==> src/rtl/hsp_pkg.sv <==
package hsp_pkg;
  localparam int unsigned PIN_W    = 4;
  localparam int unsigned PIN_OBF  = 0;
  localparam int unsigned PIN_IBF  = 1;
  localparam int unsigned PIN_REQ  = 2;
  localparam int unsigned PIN_ACK  = 3;
  localparam int unsigned MODE_W   = 2;
  localparam int unsigned MODE_FLG = 0;
  localparam int unsigned MODE_DMA = 1;
  localparam int unsigned STRB_W   = 2;
endpackage

==> src/rtl/hsp_sticky_mode.sv <==
module hsp_sticky_mode #(
  parameter int unsigned N = 2
) (
  input  logic         clk,
  input  logic         rst,
  input  logic [N-1:0] set_pulse,
  output logic [N-1:0] on_q,
  output logic [N-1:0] on_nxt
);
  for (genvar i = 0; i < N; i++) begin : g_mode
    assign on_nxt[i] = on_q[i] | set_pulse[i];
    always_ff @(posedge clk) begin
      if (rst) on_q[i] <= 1'b0;
      else     on_q[i] <= on_nxt[i];
    end
  end
endmodule

==> src/rtl/hsp_trail_det.sv <==
module hsp_trail_det #(
  parameter int unsigned NS = 2
) (
  input  logic          clk,
  input  logic          rst,
  input  logic [NS-1:0] strb_n,
  input  logic          qual_n,
  output logic          trail_hit
);
  logic [NS-1:0] strb_q;
  logic [NS-1:0] rise;
  logic          qual_q;

  for (genvar s = 0; s < NS; s++) begin : g_strb
    assign rise[s] = ~strb_q[s] & strb_n[s];
  end

  always_ff @(posedge clk) begin
    if (rst) begin
      strb_q <= '1;
      qual_q <= 1'b1;
    end else begin
      strb_q <= strb_n;
      qual_q <= qual_n;
    end
  end

  assign trail_hit = (|rise) & ~qual_q;
endmodule

==> src/rtl/hsp_req_ctl.sv <==
module hsp_req_ctl (
  input  logic clk,
  input  logic rst,
  input  logic dma_on,
  input  logic dma_on_nxt,
  input  logic set_wr,
  input  logic trail_hit,
  input  logic rearm,
  output logic req_q,
  output logic req_nxt
);
  always_comb begin
    req_nxt = req_q;
    if (set_wr && dma_on_nxt)            req_nxt = 1'b1;
    else if (rearm || (trail_hit && dma_on)) req_nxt = 1'b0;
  end

  always_ff @(posedge clk) begin
    if (rst) req_q <= 1'b0;
    else     req_q <= req_nxt;
  end
endmodule

==> src/rtl/hsp_pins.sv <==
module hsp_pins
  import hsp_pkg::*;
(
  input  logic             clk,
  input  logic             rst,
  input  logic             port_wr,
  input  logic [PIN_W-1:0] port_wdata,
  input  logic             flag_en,
  input  logic             dma_en,
  input  logic             obf,
  input  logic             ibf,
  input  logic             host_rd_n,
  input  logic             host_wr_n,
  input  logic             host_cs_n,
  input  logic             ack_n,
  output logic [PIN_W-1:0] pin_out,
  output logic             buf_sel_n
);
  logic [MODE_W-1:0] mode_q, mode_nxt;
  logic [PIN_W-1:0]  latch_q, latch_nxt, pin_nxt;
  logic              trail_hit, req_q, req_nxt, sel_nxt;

  hsp_sticky_mode #(.N(MODE_W)) u_mode (
    .clk(clk), .rst(rst),
    .set_pulse({dma_en, flag_en}),
    .on_q(mode_q), .on_nxt(mode_nxt)
  );

  hsp_trail_det #(.NS(STRB_W)) u_trail (
    .clk(clk), .rst(rst),
    .strb_n({host_wr_n, host_rd_n}),
    .qual_n(ack_n),
    .trail_hit(trail_hit)
  );

  hsp_req_ctl u_req (
    .clk(clk), .rst(rst),
    .dma_on(mode_q[MODE_DMA]), .dma_on_nxt(mode_nxt[MODE_DMA]),
    .set_wr(port_wr & port_wdata[PIN_REQ]),
    .trail_hit(trail_hit), .rearm(dma_en),
    .req_q(req_q), .req_nxt(req_nxt)
  );

  assign latch_nxt = port_wr ? port_wdata : latch_q;

  always_comb begin
    pin_nxt = latch_nxt;
    if (mode_nxt[MODE_FLG]) begin
      pin_nxt[PIN_OBF] = latch_nxt[PIN_OBF] & obf;
      pin_nxt[PIN_IBF] = latch_nxt[PIN_IBF] & ~ibf;
    end
    if (mode_nxt[MODE_DMA]) begin
      pin_nxt[PIN_REQ] = req_nxt;
      pin_nxt[PIN_ACK] = 1'b1;
    end
    sel_nxt = ~(~host_cs_n | (mode_nxt[MODE_DMA] & ~ack_n));
  end

  always_ff @(posedge clk) begin
    if (rst) begin
      latch_q   <= '1;
      pin_out   <= '1;
      buf_sel_n <= 1'b1;
    end else begin
      latch_q   <= latch_nxt;
      pin_out   <= pin_nxt;
      buf_sel_n <= sel_nxt;
    end
  end
endmodule

==> config.mk <==
export PLATFORM = sky130hd
export DESIGN_NAME = hsp_pins
export DESIGN_NICKNAME = d
export VERILOG_FILES = /design/src/rtl/hsp_pkg.sv /design/src/rtl/hsp_sticky_mode.sv /design/src/rtl/hsp_trail_det.sv /design/src/rtl/hsp_req_ctl.sv /design/src/rtl/hsp_pins.sv
export SDC_FILE = /design/constraint.sdc
export NUM_CORES = 1
export LEC_CHECK = 0
export BUFFER_PORTS_ARGS = -buffer_cell sky130_fd_sc_hd__clkbuf_2
export CORE_AREA = 2 2 39 41
export DETAILED_ROUTE_END_ITERATION = 10
export DIE_AREA = 0 0 41 43
export PLACE_DENSITY_LB_ADDON = 0.3
export SLEW_MARGIN = 20
export SYNTH_ARGS = -nofsm -noshare
export SYNTH_HDL_FRONTEND = slang
export SYNTH_SLANG_ARGS = --single-unit
export TNS_END_PERCENT = 30
==> constraint.sdc <==
create_clock -name clk -period 1.4 [get_ports clk]
set_clock_uncertainty 0.2 [all_clocks]
set_input_delay 0.14 -clock clk [delete_from_list [all_inputs] [get_ports clk]]
set_output_delay 0.14 -clock clk [all_outputs]
set_load 0.005 [all_outputs]
; Word level (Yosys, flattened, before mapping)
; Cells that the tools add are included.
[totals]
in_bits = 15
word_cells = 36
register_bits = 15
[classes]
muxes = 5
n_reduce_logical = 5
bitwise = 17
[ops]
columns = operator, n
row1 = $and A1 B1 Y1, 7
row2 = $not A1 Y1, 7
row3 = $mux W4, 1
row4 = $reduce_or A2 Y1, 2
row5 = $mux W1, 3
row6 = $or A1 B1 Y1, 3
row7 = $logic_and A1 B1 Y1, 2
row8 = $mux W2, 1
row9 = $logic_or A1 B1 Y1, 1

; Longest topological paths before layout
[depth]
depth_word = 9
ltp_mapped = 4
mapped_depth_nobuf = 3

; Hierarchy
; From an unflattened synthesis, not the netlist that was laid out.
[unflattened]
hier_cells = 50
hier_area_um2 = 569.3
[modules_own_cells]
columns = module, n_inst, area_each_um2, cells_each
row1 = hsp_pins, 1, 336.6, 30
row2 = hsp_trail_det, 1, 107.6, 9
row3 = hsp_sticky_mode, 1, 72.6, 6
row4 = hsp_req_ctl, 1, 52.6, 5

; Worst setup path after synthesis
; OpenSTA, ideal clock, no wires.
[synth_path]
path_kind = register -> register
start = register latch_q[3]
end = register pin_out[3]
path_slack_ns = 0.167
synth_period_minus_slack_ns = 1.233
t_arrival_ns = 0.906
stages_incl_launch_ff = 4
required_ns = 1.073
setup_ns = 0.127
cell_sequence = dfxtp_1 -> nor2b_2 -> a211o_1 -> or3_1
[synth_via]
elab_chain_len = 1
[synth_lines]
columns = element, line
row1 = from (decl), hsp_pins.sv:20  ; logic [PIN_W-1:0] latch_q, latch_nxt, pin_nxt;
row2 = from (signal assigned), hsp_pins.sv:65  ; latch_q <= latch_nxt;
row3 = $mux W4, hsp_pins.sv:44  ; assign latch_nxt = port_wr ? port_wdata : latch_q;
row4 = to (signal assigned), hsp_pins.sv:66  ; pin_out <= pin_nxt;
row5 = to (decl), hsp_pins.sv:16  ; output logic [PIN_W-1:0] pin_out,
; No other way between the ends.
; A chain may end at the register's enable or synchronous reset.

; Worst setup path after layout
[layout_path]
start = input port port_wdata[3]
end = register pin_out[3]
[layout_via]
elab_chain_len = 1
[layout_lines]
columns = element, line
row1 = from (decl), hsp_pins.sv:7  ; input logic [PIN_W-1:0] port_wdata,
row2 = $mux W4, hsp_pins.sv:44
; No other way between the ends.

==> summary.md <==
| Metric | Value |
|---|---|
| Dpl cells | `83` |
| Chip Height | `43 um` |
| GRT Total Usage | `14.2%` |
| #FFs+latches synth | `15` |
| Mapped Area | `509 um^2` |
| Vias per inst | `4.42` |
| Worst slew pin tran | `194 ps` |
| Slowest-stage cell, CP | `dlygate4sd3_1` |
| Layout Nets | `99` |
| Unrepaired setup endpoints after global routing | `no` |
| Met2 Use GR | `18.8%` |
| Initial antenna violation count | `0` |
| Tcrit/Tclk final | `95.5%` |
| Worst r2r path cells | `3` |
| Met1 Use GR | `20.5%` |
| Total power density per cell area | `1050 nW/um^2` |
| Clk_lat worst skew | `270 ps` |
| Layout cells sized above 1 | `31.3%` |
| Detail Placement HPWL | `619 um` |
| Initial Util | `36.8%` |
| Maximum vdd drop | `0.574 mV` |
| Hold Crit Class | `input port to flip-flop` |
| Critical path capture point type | `flip-flop` |
| Crit Reg-Reg Startpoint | `latch_q[3]` |
| Worst hold endpoint | `latch_q[3]` |
| Max-Slew Margin vs Limit | `87.1%` |
| Req. time, crit path | `1360 ps` |
| # IOs | `20` |
| Register area share after synthesis | `59.0%` |
| CTS tree | `built` |
| F_max | `748 MHz` |
| Die area | `1760 um^2` |
| Synth Net Count | `64` |
| First-pass GRT wire length | `1.66 mm` |
| Final Util | `56.6%` |
| CTS H-tree lvls | `1` |
| Post-Syn Instances | `49` |
| Distinct cell type count after synthesis | `20` |
| Drc violations | `0` |
| Crit path buffers/inverters | `1` |
| Layout fillers | `127` |
| CP Cell Sequence | `dlygate4sd3_1 -> a211o_1 -> or3_1` |
| Clock Sink Count | `15` |
| Leak Pwr | `0.000352 uW` |
| Reg area | `300 um^2` |
| Hold depth | `2` |
| Min Clock Period, post-route | `1340 ps` |
| Core Area | `1380 um^2` |
| Crit path kind | `input port to flip-flop` |
| Inserted Clock Buffers | `3` |
| CTS clk-pin slew, worst paths | `80 ps` |
| Final Hold Viols | `0` |
| R2R Path End | `pin_out[3]` |
| Crit start category | `input port` |
| Drt initial violations | `2` |
| CP Max Fanout | `2` |
| WL per Instance | `9.98 um` |
| GP Congestion | `0.672` |
| Layout Area Growth over Synthesis | `53.8%` |
| Total power | `819 uW` |
| Fin cells | `99` |
| DRT Pass-1 Iters | `2` |
| FF-to-FF setup slack | `70 ps` |
| Total wire length | `988 um` |
| CP top delay family | `buffers and inverters` |
| CP max stage delay | `540 ps` |
| Hold Path Origin | `rst` |
| Multi-input gate area | `198 um^2` |
| Antenna Nets Post-Route | `0` |
| Grt peak-use layer | `met1` |
| CTS Root Buffer Type | `clkbuf_4` |
| Synth Warn # | `0` |
| Worst Setup SP | `port_wdata[3]` |
| Total number of vias | `438` |
| Max Cap Violations | `0` |
| Status | `completed` |
| Synthesized area per cell | `10.4 um^2` |
| Hold WS | `36.7 ps` |
| Die width | `41 um` |
| Final slew viol count | `0` |
| Grt met3 use | `3.14%` |
| Port Buf Inserts | `19` |
| CTS Buffer Depth | `2` |
| GRT Residual Overflow | `0` |
| Row cnt | `14` |
| Vias in the first global route | `394` |
| Sum Neg Setup Slack | `0 ps` |
| ANT cells | `0` |
| Pin count of the biggest net entering global routing | `11` |
| Setup Viol. Count Final | `0` |
| CP Data Arrival Time | `1300 ps` |
-- worst max path at each step --
stage,depth (start not counted),slack [ps],endpoint
detailed placement,3,140,pin_out[3]
finish,3,60,pin_out[3]
global route,3,2,pin_out[3]
CTS,4,8,pin_out[3]
floorplan,3,170,pin_out[3]
global placement,3,150,pin_out[3]
-- cell usage after synthesis, drive strengths merged --
cell / instances / share of area (%)
or2: 3 / 3.7
nor2: 5 / 3.7
or3: 1 / 1.2
o21ai: 2 / 2.0
dfxtp: 15 / 59
o31a: 1 / 1.7
o41a: 1 / 2.2
a21boi: 1 / 1.5
and2: 1 / 1.2
nand2: 2 / 1.5
a21oi: 2 / 2.0
inv: 1 / 0.74
a211o: 3 / 5.2
clkbuf: 1 / 0.74
nand2b: 4 / 4.9
o31ai: 1 / 1.5
nor2b: 3 / 4.2
o2bb2ai: 1 / 1.7
buf: 1 / 1.5
-- cell usage in the layout, fill, tap and decap left out, types with 2 or more instances in the layout --
cell type	Yosys	layout
dlygate4sd3_1	0	13
clkbuf_2	0	17
or2_2	3	3
nand2b_1	4	4
nand2_1	2	2
nor2b_1	2	2
dfxtp_1	15	15
nor2_1	5	5
clkbuf_4	0	3
o21ai_0	2	2
a211o_1	3	3
-- sequential cells by signal (all words and copies together), names as in the netlist --
name / flops
u_req.req_q: 1
u_trail.strb_q: 2
buf_sel_n: 1
latch_q: 4
u_trail.qual_q: 1
pin_out: 4
u_mode.on_q: 2
-- timing repair --
action | in CTS | in global routing
gates resized for setup | 0 | 2
buffers inserted | 0 | 0
hold endpoints to repair | 14 | 0
setup endpoints to repair | 0 | 2
hold buffers | 14 | 0
-- worst register-to-register path, stage by stage, from the launching register on --
cell and delay [ps]:
dfxtp_1 300, nor2b_2 130, a211o_1 230, or3_1 360
-- power breakdown --
part           internal (uW)  switching [uW]  total, uW
combinational           71.4            43.5        115
sequential               456            8.82        464
clock                    110             129        239
-- routing by layer --
| layer | part of all wire (%) | up-vias |
|---|---|---|
| met1 | 46 | 192 |
| li1 | - | 235 |
| met4 | 0 | 0 |
| met5 | 0 | - |
| met2 | 50 | 11 |
| met3 | 4.1 | 0 |
-- cell type report --
type,instances,share of cell area (%)
flip-flops and latches,15,38.3
repair buffers,32,30.0
multi-input cells,31,25.2
clock buffers,4,3.35
well taps,16,2.56
inverters,1,0.479
-- cell families after synthesis --
family | count (synthesis) | share of synthesized area (%)
compound gates | 12 | 17.7
buf+inv | 3 | 2.95
flops | 15 | 59.0
simple gates | 19 | 20.4
-- through the flow --
stage | cell area [um^2] | worst slack (ps)
final | 783 | 62.7
after global routing | 783 | 1.91
after CTS | 787 | 7.81
after detailed placement | 621 | 140
after global placement | 621 | 155
after floorplan | 509 | 167
(Power assumes the default switching activity.)
